### config.mk
export PLATFORM = sky130hd
export DESIGN_NAME = swallow_div
export DESIGN_NICKNAME = d
export VERILOG_FILES = /design/src/rtl/swdiv_pkg.sv /design/src/rtl/swdiv_prescaler.sv /design/src/rtl/swdiv_counters.sv /design/src/rtl/swallow_div.sv
export SDC_FILE = /design/constraint.sdc
export NUM_CORES = 1
export LEC_CHECK = 0
export BUFFER_PORTS_ARGS = -buffer_cell sky130_fd_sc_hd__buf_2
export CAP_MARGIN = 30
export CORE_ASPECT_RATIO = 0.6
export CORE_MARGIN = 2
export CORE_UTILIZATION = 45
export CTS_CLUSTER_DIAMETER = 30
export CTS_CLUSTER_SIZE = 8
export DETAILED_ROUTE_END_ITERATION = 10
export HOLD_SLACK_MARGIN = 0.15
export SLEW_MARGIN = 40
export SYNTH_ARGS = -nofsm -noshare
export SYNTH_HDL_FRONTEND = slang
export SYNTH_HIERARCHICAL = 1
export SYNTH_SLANG_ARGS = --single-unit
### constraint.sdc
create_clock -name clk -period 4.15 [get_ports clk]
set_input_delay 0.2075 -clock clk [delete_from_list [all_inputs] [get_ports clk]]
set_output_delay 0.2075 -clock clk [all_outputs]
set_load 0.02 [all_outputs]
### src/rtl/swdiv_pkg.sv
package swdiv_pkg;

    localparam int B_BITS      = 11;
    localparam int A_PORT_BITS = 7;
    localparam int B_FLOOR     = 3;
    localparam int PRE_LOG2_DEF = 5;

    typedef enum logic {
        PH_IDLE = 1'b0,
        PH_RUN  = 1'b1
    } phase_e;

    // Per-cycle configuration captured at the start of a divide cycle.
    typedef struct packed {
        logic                   wide;
        logic [A_PORT_BITS-1:0] a;
        logic [B_BITS-1:0]      b;
    } cyc_cfg_t;

endpackage

### src/rtl/swdiv_prescaler.sv
module swdiv_prescaler #(
    parameter int PRE_LOG2 = 5
) (
    input  logic clk,
    input  logic clr,
    input  logic adv,
    input  logic wide_nx,
    input  logic swal_nx,
    output logic tc
);
    localparam int CW = PRE_LOG2 + 2;
    localparam logic [CW-1:0] BASE = CW'(1) << PRE_LOG2;

    logic [CW-1:0] cnt_q;
    logic [CW-1:0] modulus_m1;

    // Period length minus one: P-1 normally, P while swallowing.
    always_comb begin
        modulus_m1 = wide_nx ? (BASE << 1) : BASE;
        if (!swal_nx) begin
            modulus_m1 = modulus_m1 - CW'(1);
        end
    end

    assign tc = (cnt_q == '0);

    always_ff @(posedge clk) begin
        if (clr) begin
            cnt_q <= '0;
        end else if (adv) begin
            cnt_q <= tc ? modulus_m1 : (cnt_q - CW'(1));
        end
    end

endmodule

### src/rtl/swdiv_counters.sv
module swdiv_counters
    import swdiv_pkg::*;
#(
    parameter int AW = A_PORT_BITS,
    parameter int BW = B_BITS
) (
    input  logic          clk,
    input  logic          clr,
    input  logic          adv,
    input  logic          tc,
    input  logic          mod_sel,
    input  logic [AW-1:0] a_in,
    input  logic [BW-1:0] b_in,
    output logic          swal_nx,
    output logic          wide_nx,
    output logic          end_cyc,
    output logic          idle,
    output logic [AW-1:0] a_left,
    output logic [BW-1:0] b_left
);
    phase_e        ph_q;
    logic          wide_q;
    logic          load;
    logic [AW-1:0] a_nxt;
    logic [BW-1:0] b_eff;

    assign b_eff   = (b_in < BW'(B_FLOOR)) ? BW'(B_FLOOR) : b_in;
    assign idle    = (ph_q == PH_IDLE);
    assign end_cyc = !idle && tc && (b_left == BW'(1));
    assign load    = idle || end_cyc;

    always_comb begin
        if (load) begin
            a_nxt = a_in;
        end else if (a_left != '0) begin
            a_nxt = a_left - AW'(1);
        end else begin
            a_nxt = '0;
        end
    end

    assign swal_nx = (a_nxt != '0);
    assign wide_nx = load ? mod_sel : wide_q;

    always_ff @(posedge clk) begin
        if (clr) begin
            ph_q   <= PH_IDLE;
            a_left <= '0;
            b_left <= '0;
            wide_q <= 1'b0;
        end else if (adv && tc) begin
            if (load) begin
                ph_q   <= PH_RUN;
                b_left <= b_eff;
                wide_q <= mod_sel;
            end else begin
                b_left <= b_left - BW'(1);
            end
            a_left <= a_nxt;
        end
    end

endmodule

### src/rtl/swallow_div.sv
module swallow_div
    import swdiv_pkg::*;
#(
    parameter int PRE_LOG2 = PRE_LOG2_DEF,
    parameter int A_IN_W   = A_PORT_BITS,
    parameter int B_W      = B_BITS
) (
    input  logic              clk,
    input  logic              rst,
    input  logic              mod_sel,
    input  logic [A_IN_W-1:0] a_preset,
    input  logic [B_W-1:0]    b_preset,
    input  logic              pwr_dn,
    input  logic              cnt_clr,
    output logic              fp
);
    localparam int A_W = PRE_LOG2 + 1;
    localparam logic [A_IN_W-1:0] A_MASK = A_IN_W'((1 << A_W) - 1);

    logic              clr;
    logic              adv;
    logic              tc;
    logic              swal_nx;
    logic              wide_nx;
    logic              end_cyc;
    logic              idle;
    logic [A_IN_W-1:0] a_left;
    logic [B_W-1:0]    b_left;
    logic [A_IN_W-1:0] a_eff;
    logic              fp_q;

    assign clr   = rst || cnt_clr;
    assign adv   = !pwr_dn;
    assign a_eff = a_preset & A_MASK;

    swdiv_prescaler #(.PRE_LOG2(PRE_LOG2)) u_pre (
        .clk     (clk),
        .clr     (clr),
        .adv     (adv),
        .wide_nx (wide_nx),
        .swal_nx (swal_nx),
        .tc      (tc)
    );

    swdiv_counters #(.AW(A_IN_W), .BW(B_W)) u_cnt (
        .clk     (clk),
        .clr     (clr),
        .adv     (adv),
        .tc      (tc),
        .mod_sel (mod_sel),
        .a_in    (a_eff),
        .b_in    (b_preset),
        .swal_nx (swal_nx),
        .wide_nx (wide_nx),
        .end_cyc (end_cyc),
        .idle    (idle),
        .a_left  (a_left),
        .b_left  (b_left)
    );

    always_ff @(posedge clk) begin
        if (clr) begin
            fp_q <= 1'b0;
        end else begin
            fp_q <= adv && end_cyc;
        end
    end

    assign fp = fp_q;

endmodule

======== Yosys cells after proc, flatten, opt, wreduce, memory -nomap -nowiden ========
Index checks and enable logic that the tools add are counted.
word-level totals
  logic and storage cells ................. 32
  register bits after elaboration ......... 28
operators by class
  order comparisons ....................... 1
  reductions and logical operators ........ 11
  multiplexer cells ....................... 8
  equal/unequal tests ..................... 1
  bitwise operators ....................... 1
  add/sub/neg operators ................... 4
operator list
  kind                     count
  $mux W7                  5
  $mux W11                 2
  $sub A7 B1 Y7 const B    3
  $reduce_bool A7 Y1       2
  $eq A11 B1 Y1 const B    1
  $lt A11 B2 Y1 const B    1
  $sub A11 B1 Y11 const B  1
  $logic_not A7 Y1         1
  $logic_and A1 B1 Y1      4
  $logic_or A1 B1 Y1       2
  $reduce_and A2 Y1        1
  $logic_not A1 Y1         1
  $mux W1                  1
  $not A1 Y1               1

======== Depth between registers and ports, before layout ========
Gate-level depths: netlist of the first run.
  depth in word-level cells ............... 9
  depth in mapped cells ................... 15
  mapped depth without buffers ............ 13

======== Cells and area by module ========
Netlist of the first run, hierarchy kept.
by module, submodules not included
  module           cells an instance  times used  area an instance (um2)
  swdiv_counters   182                1           1,365.1
  swdiv_prescaler  52                 1           473.0
  swallow_div      5                  1           48.8

======== Worst setup path before layout of the first run ========
Ideal clock, no wire load.
  path kind ............................... register to register
  start point ............................. register u_pre.cnt_q[0]
  end point ............................... register u_pre.cnt_q[5]
  arrival ................................. 2.915 ns
  cell stages (with the launch flop) ...... 13
  period minus slack after synthesis ...... 3.052 ns
  buffers on the path ..................... 1
  setup slack ............................. 1.098 ns
  cell sequence ........................... dfxtp_1 > inv_1 > ha_1 > nor4b_4 > nor3b_2 > nand4bb_1 > o41a_1 > buf_6 > o32a_2 > ha_1 > mux2_2 > a21oi_1 > a311oi_1
RTL lines
  item                               line                   RTL
  start, declared                    swdiv_prescaler.sv:14  logic [CW-1:0] cnt_q;
  start signal, assigned             swdiv_prescaler.sv:31  cnt_q <= tc ? modulus_m1 : (cnt_q - CW'(1));
  $logic_not A7 Y1                   swdiv_prescaler.sv:25  assign tc = (cnt_q == '0);
  named net tc                       swallow_div.sv:22      logic tc;
  $logic_and A1 B1 Y1 (2 in series)  swdiv_counters.sv:29   assign end_cyc = !idle && tc && (b_left == BW'(1));
  $logic_or A1 B1 Y1                 swdiv_counters.sv:30   assign load = idle || end_cyc;
  $mux W7                            swdiv_counters.sv:33   if (load) begin
  $reduce_bool A7 Y1                 swdiv_counters.sv:42   assign swal_nx = (a_nxt != '0);
  named net swal_nx                  swallow_div.sv:23      logic swal_nx;
  $mux W7                            swdiv_prescaler.sv:20  if (!swal_nx) begin
  $mux W7                            swdiv_prescaler.sv:31
The timed path passes the listed nets, and every way through them passes these cells.
A chain may end at the register's enable or synchronous reset.

======== Final worst setup path of the first run ========
Ends and elaborated chain as after synthesis.

==> reports/results.tsv, run 1 <==
stage	metric	value	unit
run_status	status	finished clean	
worst_setup_path	crit_chain	inv_1 -> ha_1 -> nor4b_4 -> nor3b_2 -> nand4bb_1 -> o41a_1 -> o32a_2 -> ha_1 -> mux2_2 -> a21oi_1 -> a311oi_1	
pwr	switchingPower	0.2647	mW
drt	ant_nets	0	
pwr	p_comb_share	32.1	%
timing	worstMarginPinSlew	765.4	ps
synth	yosysUniqueCellTypes	59	
synth	ys_top_cells_by_count	dfxtp_1, nor2_1, nor3_1, a21oi_1, nand2_1	
grt	grt_max_degree	37	
synth	yosys_warnings	6	
timing	rsz0062_at_grt	no	
floorplanning	die_w	87.60	microns
clock_tree	cts.sinks	28	
pwr	power_frac_clock	28.9	%
grt	track_usage	22.62	%
worst_setup_path	critPathMaxFanout	7	
drt	remaining_drc_errors	0	
layout	fillers	412	
layout	finish.net_count	287	
timing	clock_skew	3.367	ps
worst_setup_path	critPathMostFrequentCell	ha_1	
floorplanning	dieArea	4744	sq um
drt	routed_wl	4.910	mm
min_path	hold_class	in -> reg	
floorplanning	ios	24	
timing	setup_viol	0	
drt	firstDrtPassIters	4	
floorplanning	start_util	46.29	%
timing	max_freq	300.8	MHz
clock_tree	cts_buffer_depth	2	
min_path	hold_end	u_cnt/wide_q$_SDFFE_PP0P_	
pwr	peakVddDrop	0.1721	mV
clock_tree	numCtsBuffers	3	
flow_run	cap_violations	0	
clock_tree	cts-htree-levels	1	
clock_tree	cts_setup_buffers	0	
grt	overflow	0	
timing	drv_slew	0	
synth	ys_seq_area_share	29.71	%
clock_tree	path_clk_slew	110	ps
synth	yosysTopAreaCell	dfxtp_1	
synth	yosys_most_used_dff	dfxtp_1	
layout	multi_input_area	1224	sq um
grt	grt_pass1_vias	1535	
floorplanning	core.rowCount	18	
worst_setup_path	r2r_start	u_pre/cnt_q[0]$_SDFFE_PP0P_	
synth	synth_enable_flop_cells	0	
synth	ys_ff_latch	28	
drt	wl_met2	1.720	mm
floorplanning	die_h	54.16	microns
worst_setup_path	cp-start-kind	register	
worst_setup_path	cp.required	4300	ps
drt	wl_met1	2.837	mm
timing	setup_tns	0	ps
grt	antenna_found_initial	0	
clock_tree	cts_tree	done	
pwr	p_total	0.7833	mW
synth	synth_area	1887	sq um
placement	place_congestion	0.8000	
layout	syn2layout_area_growth	12.60	%
placement	io_buffer_count	22	
drt	via_count	1815	
timing	maxSlewHeadroom	48.97	%
pwr	p_leak	0.8175	nW
drt	route.met3.wl	327	microns
worst_setup_path	r2r-end	u_pre/cnt_q[5]$_SDFFE_PP0P_	
layout	drive_above_1_share	16.80	%
layout	regArea	560.5	sq um
min_path	hold_path.startpoint	mod_sel	
clock_tree	clockRootBuffer	clkbuf_8	
placement	dp.final_hpwl	3.483	mm
pwr	internal_power	0.5187	mW
timing	finalHoldViolCount	0	
timing	period_share	80.10	%
pwr	pwr-share-seq	39.1	%
worst_setup_path	reg2reg_slack	830	ps
timing	fin_crit	3324	ps
drt	drt_iter0_drc	147	
worst_setup_path	max_stage_delay	430	ps
worst_setup_path	arrival	3480	ps
clock_tree	insertion_delay	280	ps
drt	avgRoutedWirePerCell	15.54	microns
synth	yosysMostFrequentCell	dfxtp_1	
drt	highest_layer	met4	
synth	syn_area_per_cell	7.895	sq um
drt	avgViaCountPerCell	5.744	
pwr	powerDensity	368.7	nW/um^2
synth	syn_inst	239	
synth	async_flop_share	0	%
floorplanning	core_area	4076	sq um
synth	synth_top_area_share	29.71	%
worst_setup_path	r2r_cells	11	
worst_setup_path	crit_slowest_cell	nor3b_2	
synth	synthTopCellsByArea	dfxtp_1, nor3_1, ha_1	
worst_setup_path	setup.worst_path.class	reg -> reg	
layout	diodes	0	
grt	grt_pass1_wl	8.114	mm
worst_setup_path	end_kind	register	
pwr	power.share.switching	33.79	%
min_path	worstHoldPathCells	3	
[layout by cell type, fill, tap and decap left out, types with 3 or more instances in the layout]
cell      instances
inv_1            13
a21oi_1          17
nand2_1          17
a22oi_1           3
nor3_1           18
a311oi_1          3
nand3_1           5
o21ai_0          14
dfxtp_1          28
nor4_1            7
or2_2             5
nor3b_1           3
a211oi_1          6
nand2b_1          3
clkbuf_8          3
and2_1            6
ha_1              7
buf_2            22
a31oi_1           6
nor2_1           19
[layer usage]
metal	GRT usage [%]	up-vias
li1	-	915
met1	37.97	844
met2	28.41	54
met3	4.141	2
met4	3.846	0
met5	0	-
[cells by family (layout without fill, tap and decap cells)]
group	Yosys count	in the layout	synth area share, %
adder cells (fa/ha/maj)	7	7	4.642
AND/OR/NAND/NOR	101	101	31.30
multiplexers	5	5	2.851
buffers and inverters	27	43	6.234
AO/OA/AOI/OAI	67	67	23.67
other	1	2	0.1987
XOR/XNOR	3	3	1.393
flip-flops	28	28	29.71
[power groups by stage]
stage | clock network [mW] | logic (mW) | registers (mW)
floorplan | 0 | 0.194 | 0.306
global placement | 0 | 0.245 | 0.312
detailed placement | 0 | 0.244 | 0.312
CTS | 0.229 | 0.247 | 0.305
global route | 0.239 | 0.281 | 0.309
finish | 0.226 | 0.251 | 0.306
[how the worst max path moves through the flow]
stage | startpoint | end | slack (ps) | cells after the start
CTS | u_pre/cnt_q[0]$_SDFFE_PP0P_ | u_pre/cnt_q[5]$_SDFFE_PP0P_ | 840 | 11
finish | u_pre/cnt_q[0]$_SDFFE_PP0P_ | u_pre/cnt_q[5]$_SDFFE_PP0P_ | 830 | 11
detailed placement | u_pre/cnt_q[0]$_SDFFE_PP0P_ | u_pre/cnt_q[5]$_SDFFE_PP0P_ | 870 | 11
global route | u_pre/cnt_q[0]$_SDFFE_PP0P_ | u_pre/cnt_q[5]$_SDFFE_PP0P_ | 490 | 11
floorplan | u_pre/cnt_q[0]$_SDFFE_PP0P_ | u_pre/cnt_q[5]$_SDFFE_PP0P_ | 1100 | 12
global placement | u_pre/cnt_q[0]$_SDFFE_PP0P_ | u_pre/cnt_q[5]$_SDFFE_PP0P_ | 870 | 11
[what timing repair did]
item | in CTS | in global routing
hold buffers | 2 | 0
endpoints found under the hold margin | 1 | 0
resized for setup | 0 | 0
[flip-flops by register name, indices dropped and copies added, names as in the netlist]
register,flops
fp,1
u_cnt/a_left,7
u_cnt/b_left,11
u_cnt/ph_q,1
u_cnt/wide_q,1
u_pre/cnt_q,7
[per-stage QoR]
step,instances,hold WS [ps],setup WS [ps],cell area (sq um),util [%]
floorplan,240,278.1,1098,1891,-
global placement,310,392.6,867.5,2033,49.88
detailed placement,310,390.5,865.9,2033,49.88
CTS,316,178.4,835.8,2125,52.12
global route,316,194.4,487.6,2125,52.12
finish,316,184.5,826.0,2125,52.12
[critical path: cells and delay by family, from the launching register on]
| family | cells | cell delay [ps] |
|---|---|---|
| AOI/OAI and AO/OA | 4 | 1010 |
| and+or+nand+nor | 3 | 960 |
| adders and majority gates | 2 | 530 |
| DFF | 1 | 350 |
| muxes | 1 | 260 |
| buffers and inverters | 1 | 80 |
[layout make-up]
class                      count  area share, %
inverter                      13          2.297
sequential                    28          26.38
clock buffer                   3          1.943
clock inverter                 1          1.413
timing repair buffer          26          6.832
tap                           60          3.534
multi-input combinational    185          57.60
Power figures use the tool's default switching activity.
==> inputs of run 2 (changes only) <==
clock period = 3.1 ns   (was 4.15 ns; I/O delays follow)
==> run 2 against run 1 <==
Compared with the run above: critical path depth did not move; via count rose by 0.22%; critical endpoint unchanged; setup slack got worse by 630 ps; wire length rose by 1.1%; power grew 35%; clock power rose by 30%; maximum frequency up 15%; core utilization is 1.6 points higher; die area unchanged.
==> reports/results.tsv, run 2 (synthesis results as in run 1) <==
stage	metric	value	unit	change
clock_tree	cts_tree	done		
grt	met1_usage	38.55	%	+0.58 points
timing	setup_tns	0	ps	unchanged
clock_tree	cts_buffer_depth	2		unchanged
grt	overflow	0		unchanged
timing	setup_viol	0		unchanged
drt	remaining_drc_errors	0		unchanged
worst_setup_path	max_stage_delay	410	ps	-20 ps
grt	busiest_layer	met1		
pwr	powerDensity	483.5	nW/um^2	+31%
pwr	p_total	1.059	mW	+35%
drt	avgViaCountPerCell	5.614		-2.3%
min_path	worstHoldPathCells	3		unchanged
floorplanning	die_w	87.60	microns	unchanged
timing	fin_crit	2903	ps	-421.2 ps
drt	via_count	1819		+0.22%
worst_setup_path	end_kind	register		
run_status	status	finished clean		
layout	stdcell_area	2190	sq um	+3.1%
layout	final_core_util	53.71	%	+1.6 points
grt	met3_usage	3.681	%	-0.46 points
layout	largest_register_ffs	11		unchanged
floorplanning	dieArea	4744	sq um	unchanged
grt	grtUsageMet2	29.04	%	+0.63 points
pwr	peakVddDrop	0.1982	mV	+15%
layout	fin_cells	324		+2.5%
clock_tree	cts.sinks	28		unchanged
worst_setup_path	r2r_start	u_pre/cnt_q[0]$_SDFFE_PP0P_		
worst_setup_path	critPathMaxFanout	4		-3
clock_tree	clockRootBuffer	clkbuf_8		
placement	pre_cts_slack	134.2	ps	-731.7 ps
clock_tree	insertion_delay	280	ps	about the same
min_path	hold_path.startpoint	b_preset[9]		
floorplanning	start_util	46.29	%	unchanged
floorplanning	die_h	54.16	microns	unchanged
timing	drv_slew	0		unchanged
timing	period_share	93.64	%	+14 points
placement	dpl_cell_area	2078	sq um	+2.2%
worst_setup_path	cp.required	3250	ps	-1050 ps
clock_tree	numCtsBuffers	3		unchanged
worst_setup_path	crit_chain	inv_1 -> ha_2 -> nor4b_4 -> nor3b_2 -> nand4bb_1 -> o41a_1 -> o32a_2 -> ha_1 -> mux2_2 -> a21oi_1 -> a311oi_1		
worst_setup_path	arrival	3050	ps	-430 ps
drt	ant_nets	0		unchanged
grt	grt_pass1_vias	1590		+3.6%
drt	firstDrtPassIters	4		unchanged
min_path	hold_class	in -> reg		
layout	diodes	0		unchanged
worst_setup_path	critPathBufInv	1		unchanged
placement	dp.final_hpwl	3.594	mm	+3.2%
worst_setup_path	r2r_cells	11		unchanged
worst_setup_path	path_delay_family	compound AO/OA/AOI/OAI gates		
timing	fin_ws	197.2	ps	-628.8 ps
placement	io_buffer_count	22		unchanged
grt	grt_max_degree	37		unchanged
min_path	hold_end	u_cnt/b_left[9]$_SDFFE_PP0P_		
worst_setup_path	setup.worst_path.class	reg -> reg		
layout	drive_above_1_share	19.32	%	+2.5 points
placement	placedCellCount	316		+1.9%
placement	place_congestion	0.9102		+14%
grt	antenna_found_initial	0		unchanged
drt	drt_iter0_drc	156		+6.1%
worst_setup_path	reg2reg_slack	200	ps	-630 ps
floorplanning	ios	24		unchanged
layout	final_cell_mix	dfxtp_1, buf_2, nor2_1, nor3_1		
floorplanning	core_area	4076	sq um	unchanged
grt	grt_pass1_wl	8.259	mm	+1.8%
timing	finalHoldViolCount	0		unchanged
timing	clock_skew	4.695	ps	+1.327 ps
layout	final_common_cell	dfxtp_1		
clock_tree	path_clk_slew	100	ps	about the same
timing	whs	165.5	ps	-18.96 ps
pwr	p_leak	0.8540	nW	+4.5%
worst_setup_path	crit_slowest_cell	o32a_2		
flow_run	cap_violations	0		unchanged
worst_setup_path	path_depth	11		unchanged
drt	routed_wl	4.966	mm	+1.1%
drt	avgRoutedWirePerCell	15.33	microns	-1.4%
layout	registers.top_by_ff_count	u_cnt/b_left		
floorplanning	core.rowCount	18		unchanged
layout	finish.net_count	295		+2.8%
clock_tree	cts-htree-levels	1		unchanged
layout	top_regs	u_cnt/b_left (11), u_cnt/a_left (7), u_pre/cnt_q (7)		
worst_setup_path	r2r-end	u_pre/cnt_q[5]$_SDFFE_PP0P_		
worst_setup_path	cp-start-kind	register		
timing	worstMarginPinSlew	680.0	ps	-85.39 ps
grt	track_usage	22.63	%	about the same
timing	maxSlewHeadroom	54.55	%	+5.6 points
layout	syn2layout_area_growth	16.05	%	
timing	max_freq	344.5	MHz	+15%
==> run 2: timing repair <==
item	in CTS	in global routing
hold buffers	3	0
resized for setup	0	1
hold endpoints to repair	2	0
setup endpoints to repair	0	2
setup buffers	0	1
==> run 2: final cells by class <==
cell class,instances,area [sq um]
fillers,395,1887
inverters,13,48.80
repair buffers,34,207.7
multi-input cells,185,1226
well taps,60,75.07
flip-flops and latches,28,560.5
clock buffers,3,41.29
clock inverters,1,30.03
==> run 2: worst reg2reg max path: stages, from the launching register on <==
cell and delay [ps]:
dfxtp_1 350, inv_1 100, ha_2 220, nor4b_4 210, nor3b_2 230, nand4bb_1 160, o41a_1 360, o32a_2 410
ha_1 290, mux2_2 260, a21oi_1 140, a311oi_1 60
==> run 2: how the worst max path moves through the flow <==
stage | endpoint | slack (ps) | startpoint
floorplan | u_pre/cnt_q[5]$_SDFFE_PP0P_ | 50 | u_pre/cnt_q[0]$_SDFFE_PP0P_
CTS | u_pre/cnt_q[5]$_SDFFE_PP0P_ | 110 | u_pre/cnt_q[0]$_SDFFE_PP0P_
detailed placement | u_pre/cnt_q[5]$_SDFFE_PP0P_ | 130 | u_pre/cnt_q[0]$_SDFFE_PP0P_
global route | u_pre/cnt_q[5]$_SDFFE_PP0P_ | -20 | u_pre/cnt_q[0]$_SDFFE_PP0P_
global placement | u_pre/cnt_q[5]$_SDFFE_PP0P_ | 140 | u_pre/cnt_q[0]$_SDFFE_PP0P_
finish | u_pre/cnt_q[5]$_SDFFE_PP0P_ | 200 | u_pre/cnt_q[0]$_SDFFE_PP0P_
==> run 2: per-layer routing <==
metal	share of wire, %	wire (microns)	vias up
li1	-	-	932
met1	59	2918	834
met2	36	1795	51
met3	4.8	240	2
met4	0.24	12	0
met5	0	0	-
==> run 2: power breakdown <==
group	total [mW]	leakage (nW)	switching [mW]	internal [mW]
registers	0.408	0.228	0.0267	0.381
clock network	0.294	0.0357	0.121	0.173
logic	0.357	0.591	0.201	0.156
total	1.06	0.854	0.349	0.710
